File: config.mk
export PLATFORM = sky130hd
export DESIGN_NAME = lineLossMonitor
export DESIGN_NICKNAME = d
export VERILOG_FILES = /design/src/rtl/lossPkg.sv /design/src/rtl/lossDatapath.sv /design/src/rtl/lossControl.sv /design/src/rtl/lineLossMonitor.sv
export SDC_FILE = /design/constraint.sdc
export NUM_CORES = 1
export LEC_CHECK = 0
export BUFFER_PORTS_ARGS = -buffer_cell sky130_fd_sc_hd__buf_2
export CAP_MARGIN = 0
export CORE_UTILIZATION = 40
export CTS_CLUSTER_SIZE = 30
export DETAILED_ROUTE_END_ITERATION = 12
export PLACE_DENSITY_LB_ADDON = 0.25
export REMOVE_ABC_BUFFERS = 1
export SLEW_MARGIN = 0
export SYNTH_ARGS = -nofsm -noshare
export SYNTH_HDL_FRONTEND = slang
export SYNTH_SLANG_ARGS = --single-unit
File: constraint.sdc
create_clock -name clk -period 4.6 [get_ports clk]
set_input_delay 0.92 -clock clk [delete_from_list [all_inputs] [get_ports clk]]
set_output_delay 0.92 -clock clk [all_outputs]
set_load 0.05 [all_outputs]
File: src/rtl/lossPkg.sv
package lossPkg;

  // Events reported by the datapath to the control for the current cycle
  typedef struct packed {
    logic runDone;   // this enabled zero completes the declaration run
    logic winEnd;    // this enabled bit is the last of a clearing window
    logic winPass;   // ones in the window, this bit included, reach the minimum
  } lossEvt_t;

  // Mode handed from the control to the datapath
  typedef struct packed {
    logic losActive;
  } lossMode_t;

endpackage

File: src/rtl/lossDatapath.sv
module lossDatapath
  import lossPkg::*;
#(
  parameter int RUN_LEN  = 180,
  parameter int WIN_LEN  = 180,
  parameter int ONES_MIN = 60
) (
  input  logic      clk,
  input  logic      rstN,
  input  logic      bitEn,
  input  logic      railPos,
  input  logic      railNeg,
  input  lossMode_t mode,
  output lossEvt_t  evt
);

  localparam int RUN_W = $clog2(RUN_LEN + 1);
  localparam int WIN_W = $clog2(WIN_LEN + 1);

  logic [RUN_W-1:0] zeroRun;
  logic [WIN_W-1:0] winCnt;
  logic [WIN_W-1:0] onesCnt;
  logic             bitOne;
  logic             runLast;
  logic             winLast;
  logic [WIN_W:0]   onesSum;

  assign bitOne  = railPos | railNeg;
  assign runLast = (zeroRun == RUN_W'(RUN_LEN - 1));
  assign winLast = (winCnt == WIN_W'(WIN_LEN - 1));
  assign onesSum = {1'b0, onesCnt} + (WIN_W + 1)'(bitOne);

  always_comb begin
    evt.runDone = bitEn & ~bitOne & runLast & ~mode.losActive;
    evt.winEnd  = bitEn & winLast & mode.losActive;
    evt.winPass = (onesSum >= (WIN_W + 1)'(ONES_MIN));
  end

  // Zero-run counter, saturating one short of the run length
  always_ff @(posedge clk or negedge rstN) begin
    if (!rstN) begin
      zeroRun <= '0;
    end else if (mode.losActive) begin
      zeroRun <= '0;
    end else if (bitEn) begin
      if (bitOne)        zeroRun <= '0;
      else if (!runLast) zeroRun <= zeroRun + 1'b1;
    end
  end

  // Clearing window: bit count and ones count, active only during LOS
  always_ff @(posedge clk or negedge rstN) begin
    if (!rstN) begin
      winCnt  <= '0;
      onesCnt <= '0;
    end else if (!mode.losActive) begin
      winCnt  <= '0;
      onesCnt <= '0;
    end else if (bitEn) begin
      if (winLast) begin
        winCnt  <= '0;
        onesCnt <= '0;
      end else begin
        winCnt  <= winCnt + 1'b1;
        onesCnt <= onesSum[WIN_W-1:0];
      end
    end
  end

endmodule

File: src/rtl/lossControl.sv
module lossControl
  import lossPkg::*;
(
  input  logic      clk,
  input  logic      rstN,
  input  logic      extLos,
  input  logic      intLosDisable,
  input  lossEvt_t  evt,
  output lossMode_t mode,
  output logic      losState,
  output logic      changePulse,
  output logic      declarePulse
);

  logic losNext;

  always_comb begin
    if (losState)
      losNext = ~(evt.winEnd & evt.winPass & ~extLos);
    else
      losNext = extLos | (evt.runDone & ~intLosDisable);
  end

  always_ff @(posedge clk or negedge rstN) begin
    if (!rstN) begin
      losState     <= 1'b0;
      changePulse  <= 1'b0;
      declarePulse <= 1'b0;
    end else begin
      losState     <= losNext;
      changePulse  <= losNext ^ losState;
      declarePulse <= losNext & ~losState;
    end
  end

  assign mode.losActive = losState;

endmodule

File: src/rtl/lineLossMonitor.sv
module lineLossMonitor
  import lossPkg::*;
#(
  parameter int RUN_LEN  = 180,
  parameter int WIN_LEN  = 180,
  parameter int ONES_MIN = 60
) (
  input  logic       clk,
  input  logic       rstN,
  input  logic       bitEn,
  input  logic       railPos,
  input  logic       railNeg,
  input  logic       extLos,
  input  logic       intLosDisable,
  output logic       losOut,
  output logic [7:0] statusByte,
  output logic       losChangeIrq,
  output logic       oofReq,
  output logic       farEndFailReq
);

  localparam int STATUS_LOS_BIT = 6;

  lossEvt_t  evt;
  lossMode_t mode;
  logic      losState;

  lossDatapath #(
    .RUN_LEN (RUN_LEN),
    .WIN_LEN (WIN_LEN),
    .ONES_MIN(ONES_MIN)
  ) uData (
    .clk    (clk),
    .rstN   (rstN),
    .bitEn  (bitEn),
    .railPos(railPos),
    .railNeg(railNeg),
    .mode   (mode),
    .evt    (evt)
  );

  lossControl uCtrl (
    .clk          (clk),
    .rstN         (rstN),
    .extLos       (extLos),
    .intLosDisable(intLosDisable),
    .evt          (evt),
    .mode         (mode),
    .losState     (losState),
    .changePulse  (losChangeIrq),
    .declarePulse (oofReq)
  );

  assign losOut        = losState;
  assign farEndFailReq = losState;

  always_comb begin
    statusByte                 = '0;
    statusByte[STATUS_LOS_BIT] = losState;
  end

endmodule

; ---- Word-level counts from Yosys, hierarchy flattened
; Cells that the tools add are included.
[classes]
n_reduce_logical = 2
muxes = 11
n_eq_ne = 4
n_lt_le_gt_ge = 1
addsub = 3
n_bitwise = 17
[op_table]
columns = cell, n
row1 = $mux W8, 10
row2 = $add A8 B1 Y8 const B, 2
row3 = $eq A8 B8 Y1 const B, 2
row4 = $add A8 B1 Y9, 1
row5 = $and A1 B1 Y1, 9
row6 = $ge A9 B6 Y1 const B, 1
row7 = $not A1 Y1, 5
row8 = $ne A3 B1 Y1 const B, 1
row9 = $ne A2 B2 Y1 const B, 1
row10 = $or A1 B1 Y1, 2
row11 = $reduce_and A2 Y1, 1
row12 = $reduce_bool A2 Y1, 1
row13 = $mux W1, 1
row14 = $xor A1 B1 Y1, 1
[word_totals]
output_inout_bits = 12
elab_cells = 44
register_bits = 27

; ---- Longest topological paths before layout
[depth]
ltp_word = 9
ltp_mapped = 8

; ---- Modules after synthesis
; Synthesis repeated with hierarchy kept, for this count alone.
[unflattened]
hier_cells = 177
area_unflattened_um2 = 1587.8
[by_module_without_submodules]
columns = module, area_per_inst_um2, seq_area_each_um2, cells_each, instances
row1 = lossDatapath, 1388.8, 600.6, 155, 1
row2 = lossControl, 127.6, 75.1, 12, 1
row3 = lineLossMonitor, 71.3, 0.0, 10, 1

; ---- Worst setup path before layout
; Ideal clock, no wire load.
[synth_timing]
path_kind = input port to flip-flop
from = input railNeg
to = register uCtrl.losState
setup_slack_ps = 1983
setup_ps = 65
t_required_ps = 4535
arrival_ps = 2552
path_stages = 8
cell_sequence = or2_2 -> ha_1 -> ha_1 -> nand3_1 -> nor2_1 -> mux2_2 -> o41ai_1 -> a21o_1
[synth_between]
elab_chain_cells = 8
elab_cells_between_ends = 13
cone_classes = add/sub: 1 / order compare: 1 / mux: 1 / bitwise: 10
[synth_lines]
columns = item, line
row1 = "start, declared", lineLossMonitor.sv:12  ; input logic railNeg,
row2 = $or A1 B1 Y1 *, lossDatapath.sv:28  ; assign bitOne = railPos | railNeg;
row3 = "parallel branches: the longest is 6 deep, another holds $add A8 B1 Y9", n/a
row4 = $mux W1 *, lossControl.sv:18  ; if (losState)
row5 = via uCtrl.losNext, lossControl.sv:15  ; logic losNext;
row6 = "end signal, assigned", lossControl.sv:30  ; losState <= losNext;
row7 = "end, declared", lossControl.sv:10  ; output logic losState,
; Mark *: on every way through the listed nets, which the timed path passes.
; A chain may end at the register's enable or synchronous reset.

; ---- Worst setup path after layout
; Ends and elaborated chain as after synthesis.

==> results.sh <==
export IMPL_drt_iter0_drc=88
export IMPL_clkLatencyLatePin_ns=0.28
export IMPL_post_route_period_util=0.5712
export IMPL_ios=19
export IMPL_finalSetupTns_ns=0
export IMPL_grt_pass1_vias=1181
export IMPL_slew_viol_final=0
export IMPL_cts_tree="yes"
export IMPL_vdd_ir_drop_max_mv=0.1488
export IMPL_power_frac_seq=0.544
export IMPL_antenna_found_initial=0
export IMPL_dieArea_mm2=0.004184
export IMPL_fin_skew_ns=0.01482
export IMPL_internal_power_mw=0.3646
export IMPL_antennaDiodeCount=0
export IMPL_swShare=0.3468
export IMPL_numClockSinks=27
export IMPL_cp_max_fo=5
export IMPL_cts_buffers=3
export IMPL_drt_met1_wl_mm=1.500
export IMPL_gp_congestion=0.8296
export IMPL_synth_distinct_cells=40
export IMPL_yosysSeqAreaShare=0.4299
export IMPL_cts_root_buf="clkbuf_8"
export IMPL_firstDrtPassIters=4
export IMPL_vias=1270
export IMPL_p_per_area_mw_per_mm2=336.5
export IMPL_yosys_warnings=0
export IMPL_vias_per_cell=5.595
export IMPL_status="completed"
export IMPL_grt_pass1_wl_mm=5.402
export IMPL_antenna_left=0
export IMPL_final_hold_violation_count=0
export IMPL_wl_met2_mm=1.537
export IMPL_slew_headroom=0.2786
export IMPL_port_buffers=11
export IMPL_wl_per_cell_um=14.13
export IMPL_hold_path_class="reg2reg"
export IMPL_grt_overflow_total=0
export IMPL_required_ns=4.83
export IMPL_pwr_share_comb=0.208
export IMPL_dp_cells=223
export IMPL_fin_cells=227
export IMPL_p_leak_nw=0.7413
export IMPL_period_needed_ns=2.628
export IMPL_cp_start_kind="primary input"
export IMPL_rsz0062_at_grt="false"
export IMPL_avgSynthCellArea_um2=9.190
export IMPL_path_class="in2reg"
export IMPL_holdBufCountCts=0
export IMPL_cp_end_kind="flip-flop"
export IMPL_place_hpwl_mm=2.253
export IMPL_area_delta_synth_final_pct=5.573
export IMPL_grt_usage=0.1669
export IMPL_initial_utilization=0.4229
export IMPL_top_layer="met4"
export IMPL_hold_ws_ns=0.5026
export IMPL_cts_resized=0
export IMPL_clkPwrFrac=0.248
export IMPL_drive_above_1_share=0.1341
export IMPL_tightest_slew_ns=1.080
export IMPL_rr_startpoint="uData.winCnt[0]"
export IMPL_cp_startpoint="railNeg"
export IMPL_rows=22
export IMPL_die_width_um=64.68
export IMPL_wl_met3_um=146
export IMPL_syn_area_mm2=0.001572
export IMPL_layout_common_cells="dfrtp_1 (27), nand2_1 (23), o21ai_0 (19)"
export IMPL_grt_max_degree=28
export IMPL_max_freq_ghz=0.3806
export IMPL_core_area_mm2=0.003716
export IMPL_clk_pin_slew_worst_paths_ns=0.10
export IMPL_die_h_um=64.68
export IMPL_maxCapViolations=0
export IMPL_worstHoldStart="uData.zeroRun[0]"
export IMPL_power_mw=0.5582
export IMPL_post_route_drc_count=0
export IMPL_cp_arrival_ns=2.86
export IMPL_synth_seq_cells=27
export IMPL_setup_viol=0
export IMPL_routed_wl_mm=3.208
export IMPL_layout_commonest_cell="dfrtp_1"
export IMPL_htreeDepth=1
export IMPL_postCtsSetupRepairBufs=0
export IMPL_nets=191
export IMPL_p_sw_mw=0.1936
export IMPL_syn_instance_count=171
export IMPL_clock_path_buffers=2
[power groups by stage]
stage / clock, mW / sequential [mW] / combinational (mW)
after floorplan: 0 / 0.309 / 0.0772
after global placement: 0 / 0.304 / 0.113
after detailed placement: 0 / 0.307 / 0.116
after CTS: 0.144 / 0.302 / 0.117
after global routing: 0.152 / 0.308 / 0.130
final: 0.138 / 0.304 / 0.116
[final cells by class]
type                       count  area [um^2]
tap                           48        60.06
clock buffer                   3        41.29
fill                         385         2057
multi-input combinational    134        808.3
clock inverter                 1        7.507
timing repair buffer          11        55.05
inverter                       3        11.26
sequential                    27        675.6
[per-layer routing]
layer / track usage / vias up
met5: 0 / -
met4: 0.03333 / 0
met3: 0.04225 / 2
met2: 0.2895 / 41
met1: 0.2087 / 614
li1: - / 613
[kinds of logic after synthesis]
group / share of synthesized area
AOI/OAI and AO/OA: 0.1744
xor gates and xnor gates: 0.03344
adders and majority gates: 0.03185
buffers and inverters: 0.07005
DFF: 0.4299
muxes: 0.01353
and+or+nand+nor: 0.2444
other: 0.002386
[worst paths after layout]
kind | to | slack (ns) | cells after the start
hold reg to reg | uData.zeroRun[0] | 0.50 | 1
setup reg to reg | uData.onesCnt[4] | 2.36 | 6
setup / recovery | uCtrl.losState | 1.97 | 9
min in group asynchronous | uData.onesCnt[4] | 0.64 | 1
hold / removal | uData.zeroRun[0] | 0.50 | 1
max in group asynchronous | uData.winCnt[2] | 3.54 | 1
[synthesized netlist by cell type]
library cell / instances / area share
and3_1: 3 / 0.012
xor2_1: 5 / 0.028
nand2b_1: 4 / 0.016
ha_1: 4 / 0.032
o21bai_1: 1 / 0.0048
a21oi_1: 4 / 0.013
buf_4: 9 / 0.043
clkbuf_1: 1 / 0.0024
nor2_1: 14 / 0.033
o41ai_4: 1 / 0.018
nor2b_1: 3 / 0.012
or2_2: 3 / 0.012
nor4_1: 1 / 0.0040
o21ai_0: 19 / 0.061
mux2i_1: 1 / 0.0064
or3_4: 1 / 0.0072
nand4_1: 4 / 0.016
xnor2_1: 1 / 0.0056
or3b_4: 1 / 0.0072
nand3_1: 9 / 0.029
o21ai_1: 1 / 0.0032
nand2_1: 23 / 0.055
a21o_1: 2 / 0.0096
nor3_2: 1 / 0.0064
o41ai_1: 4 / 0.022
nor3_1: 3 / 0.0096
nand3b_1: 2 / 0.0096
buf_2: 1 / 0.0032
and3b_1: 1 / 0.0056
mux2_2: 1 / 0.0072
o31ai_1: 5 / 0.024
dfrtp_1: 27 / 0.43
conb_1: 1 / 0.0024
a22o_1: 1 / 0.0056
nor3b_1: 1 / 0.0048
inv_1: 3 / 0.0072
nand4b_1: 1 / 0.0056
buf_6: 2 / 0.014
o311ai_2: 1 / 0.010
a31oi_1: 1 / 0.0040
[registers in the layout, indices dropped and copies added, names as in the netlist]
signal and flops:
uCtrl.losState 1, uData.onesCnt 8, uCtrl.changePulse 1, uData.winCnt 8, uCtrl.declarePulse 1, uData.zeroRun 8
[worst max-delay path, stage by stage]
cell and delay [ns]:
buf_2 0.10, or2_2 0.30, ha_1 0.23, ha_1 0.24, nand3_1 0.17, nor2_1 0.08, mux2_2 0.27, o41ai_1 0.36
a21o_1 0.18
[per-stage QoR]
stage / setup slack, ns / instance area [um^2] / util
CTS: 1.979 / 1659 / 0.4465
detailed placement: 1.686 / 1610 / 0.4333
global route: 1.868 / 1659 / 0.4465
finish: 1.972 / 1659 / 0.4465
floorplan: 1.979 / 1495 / -
global placement: 1.799 / 1610 / 0.4333
No activity file was read; power rests on OpenSTA's default activity.
